==> src/rtl/spf_pkg.sv <==
package spf_pkg;
    typedef enum logic [1:0] {
        LS_IDLE  = 2'b00,
        LS_PREF  = 2'b01,
        LS_TOUCH = 2'b10,
        LS_HIT   = 2'b11
    } line_st_e;
endpackage

==> src/rtl/spf_match.sv <==
module spf_match #(
    parameter int ZL = 16
) (
    input  logic [2*3*ZL-1:0]      map_i,
    input  logic [$clog2(ZL)-1:0]  off_i,
    input  logic                   pf_as_acc_i,
    output logic [2*ZL-1:0]        cand_o
);
    import spf_pkg::*;
    localparam int W  = 3 * ZL;
    localparam int PW = $clog2(W);

    logic [PW-1:0]  pos;
    logic [2*W-1:0] map_rev;
    logic [2*W-1:0] ahead_st;
    logic [2*W-1:0] behind_st;
    logic [W-1:0]   ahead_v;
    logic [W-1:0]   behind_v;

    function automatic logic touched(input logic [1:0] s, input logic pf);
        return s[1] | (pf & (s == LS_PREF));
    endfunction

    assign pos = PW'(ZL) + PW'(off_i);

    for (genvar i = 0; i < W; i++) begin : g_rev
        assign map_rev[2*i +: 2] = map_i[2*(W-1-i) +: 2];
    end

    // Upward shifter: index k is the line k above the demand.
    assign ahead_st  = map_i >> {pos, 1'b0};
    assign ahead_v   = {W{1'b1}} >> pos;
    // Downward shifter: index k is the line k below the demand.
    assign behind_st = map_rev >> {PW'(W - 1) - pos, 1'b0};
    assign behind_v  = {W{1'b1}} >> (PW'(W - 1) - pos);

    for (genvar n = 1; n <= ZL; n++) begin : g_stride
        assign cand_o[2*(n-1)] = behind_v[n] & behind_v[2*n]
                               & touched(behind_st[2*n +: 2], pf_as_acc_i)
                               & touched(behind_st[4*n +: 2], pf_as_acc_i)
                               & ahead_v[n] & (ahead_st[2*n +: 2] == LS_IDLE);
        assign cand_o[2*(n-1)+1] = ahead_v[n] & ahead_v[2*n]
                                 & touched(ahead_st[2*n +: 2], pf_as_acc_i)
                                 & touched(ahead_st[4*n +: 2], pf_as_acc_i)
                                 & behind_v[n] & (behind_st[2*n +: 2] == LS_IDLE);
    end
endmodule

==> src/rtl/spf_pick.sv <==
module spf_pick #(
    parameter int C = 32
) (
    input  logic [C-1:0]         vec_i,
    output logic                 v0_o,
    output logic [$clog2(C)-1:0] i0_o,
    output logic                 v1_o,
    output logic [$clog2(C)-1:0] i1_o
);
    localparam int IW = $clog2(C);

    always_comb begin
        v0_o = 1'b0;
        v1_o = 1'b0;
        i0_o = '0;
        i1_o = '0;
        for (int i = 0; i < C; i++) begin
            if (vec_i[i] && !v0_o) begin
                v0_o = 1'b1;
                i0_o = IW'(i);
            end else if (vec_i[i] && !v1_o) begin
                v1_o = 1'b1;
                i1_o = IW'(i);
            end
        end
    end
endmodule

==> src/rtl/spf_gen.sv <==
module spf_gen #(
    parameter int LINE_W = 26,
    parameter int ZL     = 16,
    parameter int DEG_W  = 4
) (
    input  logic                   clk,
    input  logic                   rst_n,
    input  logic                   dmd_valid_i,
    input  logic [LINE_W-1:0]      dmd_line_i,
    input  logic [2*3*ZL-1:0]      zone_map_i,
    input  logic                   pf_as_acc_i,
    input  logic [DEG_W-1:0]       degree_i,
    output logic                   req0_valid_o,
    output logic [LINE_W-1:0]      req0_line_o,
    output logic                   req1_valid_o,
    output logic [LINE_W-1:0]      req1_line_o
);
    localparam int ZB = $clog2(ZL);
    localparam int C  = 2 * ZL;
    localparam int IW = $clog2(C);
    localparam int SW = $clog2(ZL + 1);

    typedef struct packed {
        logic [C-1:0]      cand;
        logic [LINE_W-1:0] base;
        logic [DEG_W-1:0]  left;
    } gen_st_t;

    gen_st_t st_d, st_q;

    logic [C-1:0]  match_vec;
    logic          v0, v1, iss0, iss1;
    logic [IW-1:0] i0, i1;
    logic [SW-1:0] dist0, dist1;

    spf_match #(.ZL(ZL)) u_match (
        .map_i       (zone_map_i),
        .off_i       (dmd_line_i[ZB-1:0]),
        .pf_as_acc_i (pf_as_acc_i),
        .cand_o      (match_vec)
    );

    spf_pick #(.C(C)) u_pick (
        .vec_i (st_q.cand),
        .v0_o  (v0),
        .i0_o  (i0),
        .v1_o  (v1),
        .i1_o  (i1)
    );

    assign iss0  = v0 && (st_q.left != '0);
    assign iss1  = v1 && (st_q.left > DEG_W'(1));
    assign dist0 = SW'(i0 >> 1) + SW'(1);
    assign dist1 = SW'(i1 >> 1) + SW'(1);

    assign req0_valid_o = iss0;
    assign req1_valid_o = iss1;
    assign req0_line_o  = i0[0] ? st_q.base - LINE_W'(dist0) : st_q.base + LINE_W'(dist0);
    assign req1_line_o  = i1[0] ? st_q.base - LINE_W'(dist1) : st_q.base + LINE_W'(dist1);

    always_comb begin
        st_d = st_q;
        if (dmd_valid_i) begin
            st_d.cand = match_vec;
            st_d.base = dmd_line_i;
            st_d.left = degree_i;
        end else begin
            st_d.cand = st_q.cand & ~(C'(iss0) << i0) & ~(C'(iss1) << i1);
            st_d.left = st_q.left - DEG_W'(iss0) - DEG_W'(iss1);
        end
    end

    always_ff @(posedge clk) begin
        if (!rst_n) begin
            st_q <= '0;
        end else begin
            st_q <= st_d;
        end
    end
endmodule

==> config.mk <==
export PLATFORM = sky130hd
export DESIGN_NAME = spf_gen
export DESIGN_NICKNAME = d
export VERILOG_FILES = /design/src/rtl/spf_pkg.sv /design/src/rtl/spf_match.sv /design/src/rtl/spf_pick.sv /design/src/rtl/spf_gen.sv
export SDC_FILE = /design/constraint.sdc
export NUM_CORES = 1
export LEC_CHECK = 0
export ABC_AREA = 1
export BUFFER_PORTS_ARGS = -buffer_cell sky130_fd_sc_hd__buf_2
export CELL_PAD_IN_SITES_DETAIL_PLACEMENT = 0
export CELL_PAD_IN_SITES_GLOBAL_PLACEMENT = 2
export CORE_UTILIZATION = 30
export CTS_CLUSTER_DIAMETER = 60
export DETAILED_ROUTE_END_ITERATION = 7
export PLACE_DENSITY = 0.92
export SYNTH_ARGS = -nofsm -noshare
export SYNTH_HDL_FRONTEND = slang
export SYNTH_HIERARCHICAL = 1
export SYNTH_SLANG_ARGS = --single-unit
export TNS_END_PERCENT = 1
==> constraint.sdc <==
create_clock -name clk -period 6.2 [get_ports clk]
set_clock_uncertainty 0.15 [all_clocks]
set_input_delay 0.31 -clock clk [delete_from_list [all_inputs] [get_ports clk]]
set_output_delay 0.31 -clock clk [all_outputs]
set_load 0.1 [all_outputs]
## Yosys cells after proc, flatten, opt, wreduce, memory -nomap -nowiden

Index checks and enable logic that the tools add are counted.

- Register bits after elaboration: 62
- Input bits: 130
- Output and inout port bits: 54
- Logic and storage cells: 676

- Add/subtract/negate cells: 10
- Order comparisons: 1
- Eq/ne operators: 48
- Shift-type cells: 6
- Multiplexer cells: 191
- Bitwise logic cells: 260
- Reduce and logical (&&, ||, !) cells: 157

Operator list:

| operator | count |
|---|---|
| 5-bit 2-to-1 mux | 77 |
| 1-bit AND | 208 |
| 96-bit by 7-bit >> shifter with 66-bit output | 2 |
| 2-bit by 1-bit == test with 1-bit output (second input constant) | 48 |
| 1-bit 2-to-1 mux | 96 |
| 48-bit by 6-bit >> shifter with 33-bit output (first input constant) | 2 |
| 32-bit AND | 2 |
| 2-bit zero test | 32 |
| 32-bit inverter | 2 |
| 1-bit by 5-bit << shifter with 32-bit output | 2 |
| 1-bit logical AND | 63 |
| 1-bit zero test | 61 |
| 26-bit by 5-bit adder with 26-bit output | 2 |
| 26-bit 2-to-1 mux | 2 |
| 26-bit by 5-bit subtractor with 26-bit output | 2 |
| 1-bit bitwise OR | 48 |
| 4-bit 2-to-1 mux | 9 |
| 32-bit 2-to-1 mux | 1 |
| 3-bit 2-to-1 mux | 4 |
| 4-bit by 1-bit adder with 5-bit output (second input constant) | 2 |
| 4-bit by 1-bit subtractor with 4-bit output | 2 |
| 5-bit by 4-bit adder with 6-bit output (first input constant) | 1 |
| 6-bit subtractor (first input constant) | 1 |
| 4-bit by 1-bit > comparator with 1-bit output (second input constant) | 1 |
| 2 further kinds | 3 |

## Logic depth before layout (Yosys ltp)

- Word-level depth: 129
- Depth in mapped cells: 42
- Depth with buffers taken out: 42

## Cells and area by module

The synthesis kept the hierarchy.

By module, submodules not included:

| module | instances | cells each | area each (sq um) | seq. area each (sq um) |
|---|---|---|---|---|
| spf_gen | 1 | 1114 | 6673.9 | 1241.2 |
| spf_match | 1 | 1093 | 4870.9 | 0.0 |
| spf_pick | 1 | 249 | 1381.3 | 0.0 |

## Least setup slack after synthesis

No wires, ideal clock.

- Path type: register to output
- From: register st_q[31] (netlist name)
- To: output req1_line_o[13]
- Data arrival time: 6.098 ns
- Data required time: 5.740 ns
- Path slack: -0.358 ns
- Cell stages (with the launch flop): 38
- Buffers on the path: 0
- Path through: dfxtp_1 > nor2_4 > nand2_2 > nand2_1 > nand2_2 > nor2_4 > nand3_2 > nor2_4 > nand3_2 > nor2_4 > nand3_2 > nor2_4 > nand3_2 > nor2_2 > nand3_2 > nor2_4 > nand3_2 > nor2_4 > [... 2 more ...] > nand4_2 > nor2_2 > o21ai_2 > nand3_1 > nand2_2 > nor2_1 > nand2_2 > nand2_4 > nor2_1 > ha_1 > or2_2 > ha_1 > nand2_1 > nor2_1 > inv_1 > nor3_1 > a21oi_1 > xnor2_1

- Word-level cells in the longest chain between the ends: 125
- Elaborated cells on any way between the ends: 277
- Those cells by class: add/sub: 3; mux: 153; reduce/logical: 121

RTL lines:

| what | RTL line | source |
|---|---|---|
| start, declared | spf_gen.sv:29 | `gen_st_t st_d, st_q;` |
| start signal, assigned | spf_gen.sv:77 | `st_q <= st_d;` |
| 1-bit 2-to-1 mux or 1-bit logical AND (tied branches) | spf_pick.sv:21, spf_pick.sv:18 |  |
| 1-bit 2-to-1 mux | spf_pick.sv:18 | `if (vec_i[i] && !v0_o) begin` |
| 1-bit zero test | spf_pick.sv:21 | `end else if (vec_i[i] && !v1_o) begin` |
| 1-bit logical AND | spf_pick.sv:21 |  |
| 1-bit 2-to-1 mux | spf_pick.sv:21 |  |
| 1-bit 2-to-1 mux | spf_pick.sv:18 |  |
| 1-bit zero test | spf_pick.sv:21 |  |
| 1-bit logical AND | spf_pick.sv:21 |  |
| [... 110 more ...] | n/a |  |
| 1-bit zero test | spf_pick.sv:21 |  |
| 1-bit logical AND | spf_pick.sv:21 |  |
| 5-bit 2-to-1 mux | spf_pick.sv:21 |  |
| 5-bit 2-to-1 mux * | spf_pick.sv:18 |  |
| net i1[2] | spf_gen.sv:33 | `logic [IW-1:0] i0, i1;` |
| 4-bit by 1-bit adder with 5-bit output * | spf_gen.sv:54 | `assign dist1 = SW'(i1 >> 1) + SW'(1);` |
| 26-bit by 5-bit adder with 26-bit output or 26-bit by 5-bit subtractor with 26-bit output (tied branches) | spf_gen.sv:59 | `assign req1_line_o = i1[0] ? st_q.base - LINE_W'(dist1) : st_q.base + LINE_W'(dist1);` |
| 26-bit 2-to-1 mux * | spf_gen.sv:59 |  |
| end, declared | spf_gen.sv:16 | `output logic [LINE_W-1:0] req1_line_o` |

Mark *: on every way through the listed nets, which the timed path passes. The rest lies on a longest branch.

## Worst setup path in the final report

- From: register st_q[34] (netlist name)
- To: output req1_line_o[19]

- Word-level cells in the longest chain between the ends: 114
- Elaborated cells on any way between the ends: 251
- Those cells by class: add/sub: 3; mux: 138; reduce/logical: 110

RTL lines:

| what | RTL line |
|---|---|
| 1-bit logical AND | spf_pick.sv:21 |
| 1-bit 2-to-1 mux | spf_pick.sv:21 |
| 1-bit 2-to-1 mux | spf_pick.sv:18 |
| 1-bit zero test | spf_pick.sv:21 |
| 1-bit logical AND | spf_pick.sv:21 |
| 1-bit 2-to-1 mux | spf_pick.sv:21 |
| 1-bit 2-to-1 mux | spf_pick.sv:18 |
| 1-bit zero test | spf_pick.sv:21 |
| [... 99 more ...] | n/a |
| 1-bit zero test | spf_pick.sv:21 |
| 1-bit logical AND | spf_pick.sv:21 |
| 5-bit 2-to-1 mux | spf_pick.sv:21 |
| 5-bit 2-to-1 mux * | spf_pick.sv:18 |
| net i1[2] | spf_gen.sv:33 |
| 4-bit by 1-bit adder with 5-bit output * | spf_gen.sv:54 |
| 26-bit by 5-bit adder with 26-bit output or 26-bit by 5-bit subtractor with 26-bit output (tied branches) | spf_gen.sv:59 |
| 26-bit 2-to-1 mux * | spf_gen.sv:59 |

Marks and branches as above.

==> out/metrics.yaml <==
final_hold_viol_count: 0
clk_latency_ns: 0.33
post_drt_wl_per_cell_um: 18.2
reg_top3: "st_q (62)"
core.rowCount: 75
synth_edf_count: 0
power_per_cell_area_mw_per_mm2: 592
slew_headroom: 0.291
dr.pass1.iters: 5
rsz0062_at_grt: "yes"
finalCriticalPeriod_ns: 6.32
cp_slowest_cell: "dfxtp_1"
setup.worst_path.class: "flop to output port"
final_antenna_net_count: 0
reg2reg_slack_ns: 1.37
irDropWorstVdd_mv: 0.809
fin_util: 0.388
cts_tree: "yes"
grt_max_degree: 95
cp_data_arrival_time_ns: 5.86
worst_slack_ns: -0.116
endpoint_kind: "output port"
post-dp-hpwl_um: 45600
largest-register: "st_q"
vias_per_cell: 5.47
antennaDiodeCount: 0
drv_slew: 0
min_from: "dmd_line_i[23]"
worstMarginPinSlew_ns: 1.06
synth_async_sr_flop_share: 0
htreeDepth: 3
overflow: 0
worstHoldPathType: "primary input to flop"
startpoint_type: "flop"
path_max_fanout: 6
die_h_um: 210
max_cap_viol_count: 0
root_buffer: "clkbuf_16"
grt_pass1_wl_um: 86900
grt_usage: 0.250
antenna_found_initial: 0
r2r-start: "st_q[34]"
power.total_mw: 9.69
cts_buffers: 9
place.gp.congestion: 0.975
dieWidth_um: 210
first_iter_violations: 1546
syn2layout_area_growth_pct: 26.6
timing.final.crit_share: 1.02
synthFlopType: "dfxtp_1"
cts_max_path_buffers: 2
p_leak_nw: 7.87
avgSynthCellArea_um2: 5.26
ys_warn_count: 6
fmaxAchievable_mhz: 158
setup_viol: 18
outcome: "complete, but fails checks"
ys_seq_area_frac: 0.0960
holdWs_ns: 0.0541
dp.cells: 3098
syn_inst: 2456
drive_gt1_frac: 0.194
drc_errors: 0
stdcell_count: 3136
dieArea_mm2: 0.0439
violations: "negative setup slack"
vias: 17200
nets: 2788
clk_pin_slew_ns: 0.06
startpoint: "st_q[34]"
crit_required_ns: 5.74
initial_core_util: 0.306
wl_um: 57100
core_mm2: 0.0422
largest_register_ff_count: 62
cts_sinks: 62
cp_slowest_stage_delay_ns: 0.37
synth_area_mm2: 0.0129
numPortBuffers: 183
grt_pass1_vias: 15700
num_io_pins: 184
yosysUniqueCellTypes: 55
post-place-ws_ns: 0.0234
synth_seq_cells: 62
## worst max-delay path, delay by kind of cell (launching register included)
family	cells	cell delay (ns)
simple gates	28	3.89
buf+inv	5	0.57
fa+ha+maj	2	0.48
flops	1	0.37
compound gates	1	0.21
## cell usage in the layout (no fill, tap or decap), drive strengths merged, types with 3 or more instances in the layout
cell type | netlist | final
xnor2 | 7 | 7
nor2 | 256 | 256
a21oi | 132 | 132
nand3b | 23 | 23
clkbuf | 33 | 14
o21ai | 125 | 125
nand4 | 64 | 64
fa | 3 | 3
a31oi | 4 | 4
o211ai | 17 | 17
clkinv | 1 | 3
nand3 | 498 | 498
o221ai | 3 | 3
nand2 | 773 | 773
xor2 | 31 | 31
nor3 | 20 | 20
ha | 63 | 63
o2111ai | 4 | 4
inv | 218 | 217
o21a | 4 | 4
and2 | 5 | 5
dfxtp | 62 | 62
o21bai | 8 | 8
or2 | 8 | 8
buf | 80 | 236
## cell families after synthesis
family	synth area share
compound gates	0.129
fa+ha+maj	0.0656
buf+inv	0.108
simple gates	0.576
other cells	0.000290
xor+xnor	0.0257
flops	0.0960
## cell type report
type	count	area, µm²
inverter	219	828
sequential	62	1240
fill	4713	25900
timing repair buffer	237	1980
clock inverter	3	65.1
clock buffer	13	270
multi-input combinational	2063	11300
tap	539	674
## path summary, 6_finish.rpt
check	cells past startpoint	to
worst max-delay path	36	req1_line_o[19]
worst min-delay path	3	st_q[27]
worst max register to register	26	st_q[3]
worst min register to register	2	st_q[37]
## metrics by stage
stage / TNS, ns / instance area [µm²]
2_1_floorplan: -2.33 / 12900
3_3_place_gp: 0 / 14800
3_5_place_dp: 0 / 14800
4_1_cts: -1.07 / 15400
5_1_grt: -15.15 / 16400
6_report: -0.707 / 16400
## per-layer routing
metal  track usage  wire length [µm]
met4        0.0654              1380
met2         0.397             25300
met1         0.361             26300
met5             0                 0
met3        0.0190              4100
## power breakdown
part	leakage, nW	internal [mW]	switching [mW]	total [mW]
registers	0.511	0.428	0.0475	0.475
logic	7.20	2.64	6.01	8.65
clock network	0.166	0.384	0.184	0.568
total	7.87	3.45	6.24	9.69
## Yosys cell counts, drive strengths merged (2+ instances only)
cell	count	area, µm²
o2111ai	4	35.0
nor4	2	12.5
xnor2	7	61.3
nand3b	23	173
and2	5	31.3
xor2	31	272
a31oi	4	25.0
o221ai	3	26.3
inv	218	823
fa	3	60.1
o21a	4	30.0
nand2	773	2940
nor3	20	105
o21ai	125	637
ha	63	788
a21oi	132	661
or2	8	50.1
nand4	64	472
nand3	498	2540
o211ai	17	128
dfxtp	62	1240
nor2	256	1090
clkbuf	33	124
buf	80	447
o21bai	8	60.1
## what timing repair did
action,4_1_cts,5_1_grt
buffers inserted,2,20
pin swaps,9,46
gates resized for setup,62,180
hold buffers,0,0
setup endpoints to repair,38,46
Power figures use the tool's default switching activity.
